--- src/rtl/ladder_pkg.sv ---
package ladder_pkg;

  typedef enum logic [3:0] {
    OP_END  = 4'd0,
    OP_RUNG = 4'd1,
    OP_LD   = 4'd2,
    OP_LDN  = 4'd3,
    OP_AND  = 4'd4,
    OP_ANDN = 4'd5,
    OP_OR   = 4'd6,
    OP_ORN  = 4'd7,
    OP_XOR  = 4'd8,
    OP_XORN = 4'd9,
    OP_OUT  = 4'd10,
    OP_OUTN = 4'd11,
    OP_PUSH = 4'd12,
    OP_BAND = 4'd13,
    OP_BOR  = 4'd14,
    OP_NOP  = 4'd15
  } ladderOp_e;

  typedef enum logic [1:0] {
    LG_LD  = 2'd0,
    LG_AND = 2'd1,
    LG_OR  = 2'd2,
    LG_XOR = 2'd3
  } logicOp_e;

  typedef struct packed {
    logic     snap;
    logic     clrAcc;
    logic     logicEn;
    logicOp_e logicOp;
    logic     invIn;
    logic     outEn;
    logic     invOut;
    logic     push;
    logic     blkEn;
    logic     blkOr;
    logic     commit;
  } strobes_t;

endpackage

--- src/rtl/ladder_ctrl.sv ---
module ladder_ctrl
  import ladder_pkg::*;
#(
  parameter int ADDR_W = 6
) (
  input  logic              clk,
  input  logic              rstN,
  input  logic              run,
  input  logic [3:0]        pgmOp,
  output logic [ADDR_W-1:0] pc,
  output strobes_t          stb,
  output logic              scanDone
);

  typedef enum logic {ST_IDLE, ST_EXEC} state_e;
  state_e state;

  always_comb begin
    stb = '0;
    stb.logicOp = LG_LD;
    if (state == ST_IDLE) begin
      stb.snap   = run;
      stb.clrAcc = run;
    end else begin
      unique case (ladderOp_e'(pgmOp))
        OP_END:  stb.commit = 1'b1;
        OP_RUNG: stb.clrAcc = 1'b1;
        OP_LD, OP_LDN: begin
          stb.logicEn = 1'b1; stb.logicOp = LG_LD;  stb.invIn = pgmOp[0];
        end
        OP_AND, OP_ANDN: begin
          stb.logicEn = 1'b1; stb.logicOp = LG_AND; stb.invIn = pgmOp[0];
        end
        OP_OR, OP_ORN: begin
          stb.logicEn = 1'b1; stb.logicOp = LG_OR;  stb.invIn = pgmOp[0];
        end
        OP_XOR, OP_XORN: begin
          stb.logicEn = 1'b1; stb.logicOp = LG_XOR; stb.invIn = pgmOp[0];
        end
        OP_OUT:  stb.outEn = 1'b1;
        OP_OUTN: begin stb.outEn = 1'b1; stb.invOut = 1'b1; end
        OP_PUSH: stb.push = 1'b1;
        OP_BAND: stb.blkEn = 1'b1;
        OP_BOR:  begin stb.blkEn = 1'b1; stb.blkOr = 1'b1; end
        default: ;
      endcase
    end
  end

  always_ff @(posedge clk or negedge rstN) begin
    if (!rstN) begin
      state    <= ST_IDLE;
      pc       <= '0;
      scanDone <= 1'b0;
    end else begin
      scanDone <= 1'b0;
      if (state == ST_IDLE) begin
        pc <= '0;
        if (run) state <= ST_EXEC;
      end else if (stb.commit) begin
        state    <= ST_IDLE;
        pc       <= '0;
        scanDone <= 1'b1;
      end else begin
        pc <= pc + 1'b1;
      end
    end
  end

endmodule

--- src/rtl/ladder_bitstack.sv ---
module ladder_bitstack #(
  parameter int DEPTH = 32,
  localparam int PTR_W = (DEPTH > 1) ? $clog2(DEPTH) : 1,
  localparam int LVL_W = $clog2(DEPTH + 1)
) (
  input  logic             clk,
  input  logic             rstN,
  input  logic             clear,
  input  logic             push,
  input  logic             pop,
  input  logic             dataIn,
  output logic             topBit,
  output logic             empty,
  output logic             full,
  output logic [LVL_W-1:0] level
);

  logic [DEPTH-1:0] bits;
  logic [LVL_W-1:0] levelM1;
  logic [PTR_W-1:0] wrPtr, rdPtr;

  assign levelM1 = level - 1'b1;
  assign wrPtr   = level[PTR_W-1:0];
  assign rdPtr   = levelM1[PTR_W-1:0];
  assign empty   = (level == '0);
  assign full    = (level == LVL_W'(DEPTH));
  assign topBit  = bits[rdPtr];

  always_ff @(posedge clk or negedge rstN) begin
    if (!rstN) begin
      level <= '0;
      bits  <= '0;
    end else if (clear) begin
      level <= '0;
    end else if (push && !full) begin
      bits[wrPtr] <= dataIn;
      level       <= level + 1'b1;
    end else if (pop && !empty) begin
      level <= levelM1;
    end
  end

endmodule

--- src/rtl/ladder_dp.sv ---
module ladder_dp
  import ladder_pkg::*;
#(
  parameter int NUM_IN      = 32,
  parameter int NUM_OUT     = 32,
  parameter int IDX_W       = 5,
  parameter int STACK_DEPTH = 32,
  localparam int LVL_W      = $clog2(STACK_DEPTH + 1)
) (
  input  logic               clk,
  input  logic               rstN,
  input  strobes_t           stb,
  input  logic [IDX_W-1:0]   idx,
  input  logic [NUM_IN-1:0]  inPins,
  output logic [NUM_OUT-1:0] outPins,
  output logic               stackErr,
  output logic [LVL_W-1:0]   stackLevel
);

  logic [NUM_IN-1:0]  inImage;
  logic [NUM_OUT-1:0] outImage;
  logic acc, accNext, operand, selBit;
  logic topBit, stkEmpty, stkFull;

  always_comb begin
    selBit = 1'b0;
    for (int i = 0; i < NUM_IN; i++)
      if (idx == IDX_W'(i)) selBit = inImage[i];
    operand = selBit ^ stb.invIn;
  end

  always_comb begin
    accNext = acc;
    if (stb.clrAcc) begin
      accNext = 1'b0;
    end else if (stb.logicEn) begin
      unique case (stb.logicOp)
        LG_LD:   accNext = operand;
        LG_AND:  accNext = acc & operand;
        LG_OR:   accNext = acc | operand;
        default: accNext = acc ^ operand;
      endcase
    end else if (stb.blkEn && !stkEmpty) begin
      accNext = stb.blkOr ? (acc | topBit) : (acc & topBit);
    end
  end

  ladder_bitstack #(.DEPTH(STACK_DEPTH)) stack_i (
    .clk    (clk),
    .rstN   (rstN),
    .clear  (stb.snap),
    .push   (stb.push),
    .pop    (stb.blkEn),
    .dataIn (acc),
    .topBit (topBit),
    .empty  (stkEmpty),
    .full   (stkFull),
    .level  (stackLevel)
  );

  always_ff @(posedge clk or negedge rstN) begin
    if (!rstN) begin
      acc      <= 1'b0;
      inImage  <= '0;
      outImage <= '0;
      outPins  <= '0;
      stackErr <= 1'b0;
    end else begin
      acc <= accNext;
      if (stb.snap) inImage <= inPins;
      if (stb.outEn) begin
        for (int j = 0; j < NUM_OUT; j++)
          if (idx == IDX_W'(j)) outImage[j] <= acc ^ stb.invOut;
      end
      if (stb.commit) outPins <= outImage;
      if ((stb.push && stkFull) || (stb.blkEn && stkEmpty)) stackErr <= 1'b1;
    end
  end

endmodule

--- src/rtl/ladder_engine.sv ---
module ladder_engine
  import ladder_pkg::*;
#(
  parameter int NUM_IN      = 32,
  parameter int NUM_OUT     = 32,
  parameter int IDX_W       = 5,
  parameter int STACK_DEPTH = 32,
  parameter int ADDR_W      = 6
) (
  input  logic               clk,
  input  logic               rstN,
  input  logic               run,
  output logic [ADDR_W-1:0]  pgmAddr,
  input  logic [3:0]         pgmOp,
  input  logic [IDX_W-1:0]   pgmIdx,
  input  logic [NUM_IN-1:0]  inPins,
  output logic [NUM_OUT-1:0] outPins,
  output logic               scanDone,
  output logic               stackErr
);

  localparam int LVL_W = $clog2(STACK_DEPTH + 1);

  strobes_t         stb;
  logic [LVL_W-1:0] stackLevel;

  ladder_ctrl #(.ADDR_W(ADDR_W)) ctrl_i (
    .clk      (clk),
    .rstN     (rstN),
    .run      (run),
    .pgmOp    (pgmOp),
    .pc       (pgmAddr),
    .stb      (stb),
    .scanDone (scanDone)
  );

  ladder_dp #(
    .NUM_IN(NUM_IN), .NUM_OUT(NUM_OUT), .IDX_W(IDX_W), .STACK_DEPTH(STACK_DEPTH)
  ) dp_i (
    .clk        (clk),
    .rstN       (rstN),
    .stb        (stb),
    .idx        (pgmIdx),
    .inPins     (inPins),
    .outPins    (outPins),
    .stackErr   (stackErr),
    .stackLevel (stackLevel)
  );

endmodule

--- config.mk ---
export PLATFORM = sky130hd
export DESIGN_NAME = ladder_engine
export DESIGN_NICKNAME = d
export VERILOG_FILES = /design/src/rtl/ladder_pkg.sv /design/src/rtl/ladder_ctrl.sv /design/src/rtl/ladder_bitstack.sv /design/src/rtl/ladder_dp.sv /design/src/rtl/ladder_engine.sv
export SDC_FILE = /design/constraint.sdc
export NUM_CORES = 1
export LEC_CHECK = 0
export CAP_MARGIN = 20
export CORE_ASPECT_RATIO = 1.5
export CORE_UTILIZATION = 45
export DETAILED_ROUTE_END_ITERATION = 16
export GPL_ROUTABILITY_DRIVEN = 0
export HOLD_SLACK_MARGIN = 0.12
export PLACE_DENSITY = 0.64
export SLEW_MARGIN = 0
export SYNTH_ARGS = -nofsm -noshare
export SYNTH_HDL_FRONTEND = slang
export SYNTH_SLANG_ARGS = --single-unit
export TNS_END_PERCENT = 1
--- constraint.sdc ---
create_clock -name clk -period 6.15 [get_ports clk]
set_input_delay 1.23 -clock clk [delete_from_list [all_inputs] [get_ports clk]]
set_output_delay 1.23 -clock clk [all_outputs]
set_load 0.05 [all_outputs]
==> flow_summary.yaml, run 1 <==
place:
  dp_hpwl_mm: 11.46
  place_area_um2: 8014
  port_buffers: 83
cts:
  htree_levels: 4
  clk_path_buf_depth: 2
  path_clk_slew_ps: 60
  cts_resized: 0
  tritoncts: "yes"
  cts-root-buf: "clkbuf_16"
  ctsHoldBuffers: 0
  post_cts_buffers: 0
  cts_buffers: 17
  clk_latency_ps: 420
  clock_sinks: 144
sta:
  fin_tns_setup_ps: 0
  max_freq_mhz: 225.6
  rsz0062_at_grt: "no"
  slew_headroom_pct: 30.72
  drv_slew: 0
  finalCritPeriodShare_pct: 72.07
  fin_crit_ps: 4432
  finClkSkew_ps: 12.18
  setup_violations: 0
  max_slew.worst_pin.slew_ps: 1039
  hold_viol: 0
route:
  avgRoutedWirePerCell_um: 16.98
  post-route-drc-count: 0
  antenna_left: 0
  via_count: 5086
  drt_iter0_drc: 263
  drt_pre_antenna_iters: 5
  wirelength_mm: 16.03
  vias_per_cell: 5.388
die:
  placementRows: 55
  start_util_pct: 46.44
  pin_count: 84
  core_um2: 15210
  dieArea_um2: 16210
  die_y_um: 155.4
  die_w_um: 104.3
synth:
  synth_seq_area_share_pct: 51.02
  postSynthCellCount: 670
  syn_area_per_cell_um2: 10.54
  ys.flop_type: "dfrtp_1"
  syn_nets: 720
  synth.largest_area_cell: "dfrtp_1"
  synth_area_um2: 7063
  async_flop_share_pct: 100.0
  synth_edf_count: 0
  synthTopCellsByArea: "dfrtp_1, mux2_2, nand2_1"
  synth_top_cell_area_share_pct: 51.02
  ys_warn_count: 0
  ys_types: 55
  ys_ff_latch: 144
hold_path:
  holdCritPathClass: "reg2reg"
  worstHoldStart: "dp_i.inImage[4]"
global_route:
  overflow: 0
  grt_pass1_wl_mm: 26.80
  grt_usage_pct: 21.19
  grt_pass1_vias: 5251
  antenna_found_initial: 0
  grt_max_degree: 93
layout:
  antenna_cells: 0
  drive_above_1_share_pct: 14.50
  final_design_area_no_fill_um2: 8610
  fin_nets: 782
  fillers: 1323
  area_growth_pct: 21.90
  fin_util_pct: 56.61
power_and_ir_drop:
  vdd_drop_max_mv: 0.1921
  leakagePower_nw: 4.012
  power_mw: 3.333
  pwr_density_cell_nw_per_um2: 387.2
outcome:
  status: "complete, no violations"
run:
  cap_violations: 0
critical_path:
  r2r-start: "dp_i.stack_i.level[0]"
  cp_slowest_cell: "clkdlybuf4s50_1"
  cp.arrival_ps: 4780
  cp-start-kind: "input pin"
  worstSetupEndpointType: "register"
  crit_path_start: "pgmIdx[1]"
  path_cells: "clkdlybuf4s50_1 -> inv_1 -> a221o_1 -> a221oi_2 -> o221ai_1 -> a311oi_2 -> xor2_1 -> ha_1 -> nand2b_1 -> nor2_1 -> a21oi_1 -> o22ai_1 -> nor3_1 -> o22a_1"
  critPathMaxStageDelay_ps: 1070
  crit_path_max_fanout: 28
  path_class: "in2reg"
  required_ps: 6500
power by group:
group | internal, mW | switching, mW
logic | 0.382 | 0.547
registers | 1.16 | 0.215
clock network | 0.638 | 0.395
final cells by class:
class,count,area (um2),share of cell area (%)
well taps,199,249.0,2.892
repair buffers,91,892.1,10.36
clock inverters,13,162.7,1.889
flip-flops and latches,144,3603,41.85
inverters,11,41.29,0.4796
clock buffers,19,432.9,5.028
multi-input cells,467,3228,37.49
kinds of logic after synthesis:
family	synth area share [%]
xor+xnor	1.736
flops	51.02
simple gates	17.34
compound gates	5.669
buf+inv	3.401
fa+ha+maj	1.063
mux	19.77
worst max-delay path: cells and delay by family:
family,cells,cell delay (ps)
simple gates,3,370
compound gates,7,1490
buf+inv,2,1290
fa+ha+maj,1,180
xor+xnor,1,230
state kept, by name (all words and copies together) (netlist names), 6 cells and up:
register / count
dp_i.stack_i.bits: 32
dp_i.stack_i.level: 6
ctrl_i.pc: 6
dp_i.outPins: 32
dp_i.inImage: 32
dp_i.outImage: 32
path summary, 6_finish.rpt:
check                      slack [ps]  depth (start not counted)               end
max                              1720                         14          dp_i.acc
min                               480                          2   dp_i.inImage[4]
max reg2reg                      2830                          9          dp_i.acc
min reg2reg                       480                          2   dp_i.inImage[4]
max in group asynchronous        4080                          2  dp_i.outImage[8]
min in group asynchronous         870                          1  dp_i.outPins[21]
layer usage:
layer	vias up	track usage [%]	share of wire [%]
li1	2416	-	-
met1	2526	24.95	41
met2	119	37.43	54
met3	25	4.860	3.2
met4	0	8.027	2.1
met5	-	0	0
Yosys cell counts, drive strengths merged, types with 10 or more instances:
| cell type | n |
|---|---|
| nand2 | 144 |
| o21ai | 10 |
| a21oi | 14 |
| nor2 | 45 |
| mux2 | 97 |
| inv | 11 |
| clkbuf | 33 |
| buf | 15 |
| nand2b | 12 |
| dfrtp | 144 |
| nand3 | 15 |
| mux2i | 12 |
| nor3 | 16 |
metrics by stage:
stage                     worst slack [ps]  cells  hold slack [ps]
after floorplan                       2593    670            437.9
after global placement                1499    912            462.9
after detailed placement              1399    912            467.8
after CTS                             1802    944            483.0
after global routing                  1490    944            496.8
final                                 1718    944            478.8
cells in the final DEF (no fill, tap or decap), types with 3 or more instances in the layout:
master,instances
a211oi_1,5
a21oi_1,14
and2_1,4
and3_1,4
buf_4,8
bufinv_16,3
clkbuf_16,17
clkdlybuf4s50_1,82
clkinv_2,3
clkinv_4,3
clkinvlp_4,3
dfrtp_1,144
ha_1,6
inv_1,10
mux2_1,41
mux2_2,55
mux2i_1,12
mux4_2,8
nand2_1,144
nand2b_1,12
nand3_1,15
nand3b_1,7
nand4_1,3
nor2_1,45
nor2b_1,6
nor3_1,16
nor3b_1,4
o21ai_0,10
or3_1,3
xnor2_1,8
xor2_1,6
Note: power is estimated with default switching activity, not from simulation.
==> inputs of run 2 (changes only) <==
PLACE_DENSITY = 0.66   (was 0.64)
clock period = 3.8 ns   (was 6.15 ns; I/O delays follow)
==> flow_summary.yaml, run 2 (same netlist as run 1, synthesis figures left out) <==
outcome:
  status: "complete, no violations"
power_and_ir_drop:
  power_mw: 5.495
  vdd_drop_max_mv: 0.2664
  combPwrFrac_pct: 28.9
  power_frac_clock_pct: 30.9
  switching_power_mw: 1.874
  power_frac_seq_pct: 40.1
  netSwitchingFraction_pct: 34.11
  pwr_density_cell_nw_per_um2: 624.0
  p_int_mw: 3.620
  leakagePower_nw: 4.137
sta:
  max_freq_mhz: 288.2
  setup_violations: 0
  slew_headroom_pct: 29.84
  max_slew.worst_pin.slew_ps: 1052
  whs_ps: 355.1
  finalCritPeriodShare_pct: 91.32
  fin_crit_ps: 3470
  rsz0062_at_grt: "no"
  hold_viol: 0
  drv_slew: 0
  finClkSkew_ps: 8.845
route:
  vias_per_cell: 5.415
  post-route-drc-count: 0
  wirelength_mm: 16.28
  avgRoutedWirePerCell_um: 16.87
  drt_pre_antenna_iters: 4
  antenna_left: 0
  drt_iter0_drc: 206
  via_count: 5225
die:
  die_y_um: 155.4
  start_util_pct: 46.44
  die_w_um: 104.3
  dieArea_um2: 16210
  core_um2: 15210
  placementRows: 55
  pin_count: 84
critical_path:
  worstSetupEndpointType: "register"
  required_ps: 4100
  path_class: "in2reg"
  cp-start-kind: "input pin"
  critPathMaxStageDelay_ps: 680
  path_cells: "clkdlybuf4s50_1 -> inv_1 -> a2111oi_0 -> a221oi_2 -> o221ai_1 -> a311oi_2 -> xor2_1 -> ha_1 -> nand2b_1 -> nor2_1 -> a21oi_1 -> o22ai_1 -> nor3_1 -> o22a_1"
  cp.arrival_ps: 3770
  cp_slowest_cell: "clkdlybuf4s50_1"
  crit_path_max_fanout: 9
cts:
  path_clk_slew_ps: 60
  cts_buffers: 17
  clock_sinks: 144
  cts-root-buf: "clkbuf_16"
  tritoncts: "yes"
  cts_resized: 0
  htree_levels: 4
  post_cts_buffers: 0
  clk_latency_ps: 420
  clk_path_buf_depth: 2
  ctsHoldBuffers: 0
layout:
  area_growth_pct: 24.68
  drive_above_1_share_pct: 16.71
  antenna_cells: 0
  fin_nets: 804
  most-common-layout-cells: "nand2_1, dfrtp_1, clkdlybuf4s50_1, mux2_2, nor2_1"
run:
  cap_violations: 0
global_route:
  antenna_found_initial: 0
  grt_usage_pct: 21.45
  grt_pass1_wl_mm: 27.15
  grt_pass1_vias: 5525
  overflow: 0
  grt_max_degree: 77
place:
  dp_hpwl_mm: 11.71
  port_buffers: 83
hold_path:
  holdCritPathClass: "in2async"
-- run 2: cell types whose count changed in the layout (fill, tap and decap cells not counted), sizes merged --
cell      before  now
bufinv         3    4
buf            9   31
inv           12   11
clkinvlp       3    1
clkbuf        19   20
-- run 2: power groups by stage --
stage                     sequential, mW  clock [mW]  combinational, mW
after floorplan                     2.28           0              0.960
after global placement              2.21           0               1.55
after detailed placement            2.23           0               1.59
after CTS                           2.21        1.74               1.61
after global routing                2.26        1.81               1.74
final                               2.21        1.70               1.59
-- run 2: through the flow --
stage,cells,util (%),area (um2),setup WS [ps],setup TNS (ps)
after floorplan,670,-,7063,712.8,0
after global placement,934,53.94,8204,64.30,0
after detailed placement,934,53.94,8204,-71.00,-71.00
after CTS,965,57.90,8806,361.8,0
after global routing,965,57.90,8806,94.59,0
final,965,57.90,8806,329.9,0
-- run 2: final timing paths --
kind,start,end,slack (ps),cells past startpoint
hold reg to reg,dp_i.inImage[19],dp_i.inImage[19],480,2
hold / removal,rstN,dp_i.outPins[27],360,1
setup reg to reg,dp_i.inImage[1],dp_i.acc,920,13
setup / recovery,pgmIdx[1],dp_i.acc,330,14
max in group asynchronous,rstN,dp_i.inImage[19],2570,2
min in group clk,dp_i.inImage[19],dp_i.inImage[19],480,2
-- run 2: per-layer routing --
metal / vias up / routed length [um] / part of all wire (%) / track usage (%)
met2: 118 / 8808 / 54 / 38.22
met1: 2616 / 6535 / 40 / 24.52
met4: 0 / 381 / 2.3 / 9.932
met5: - / 0 / 0 / 0
met3: 26 / 557 / 3.4 / 4.483
li1: 2465 / - / - / -
-- run 2: area by class of cell --
type,instances,area (um2)
fillers,1291,6402
clock inverters,11,165.2
multi-input cells,467,3228
well taps,199,249.0
repair buffers,113,1082
clock buffers,20,436.7
inverters,11,41.29
flip-flops and latches,144,3603
-- run 2: worst max-delay path: cells and delay by family --
family / cells / cell delay [ps]
AO/OA/AOI/OAI: 7 / 1420
XOR/XNOR: 1 / 200
adder cells (fa/ha/maj): 1 / 200
buffers and inverters: 2 / 850
AND/OR/NAND/NOR: 3 / 330
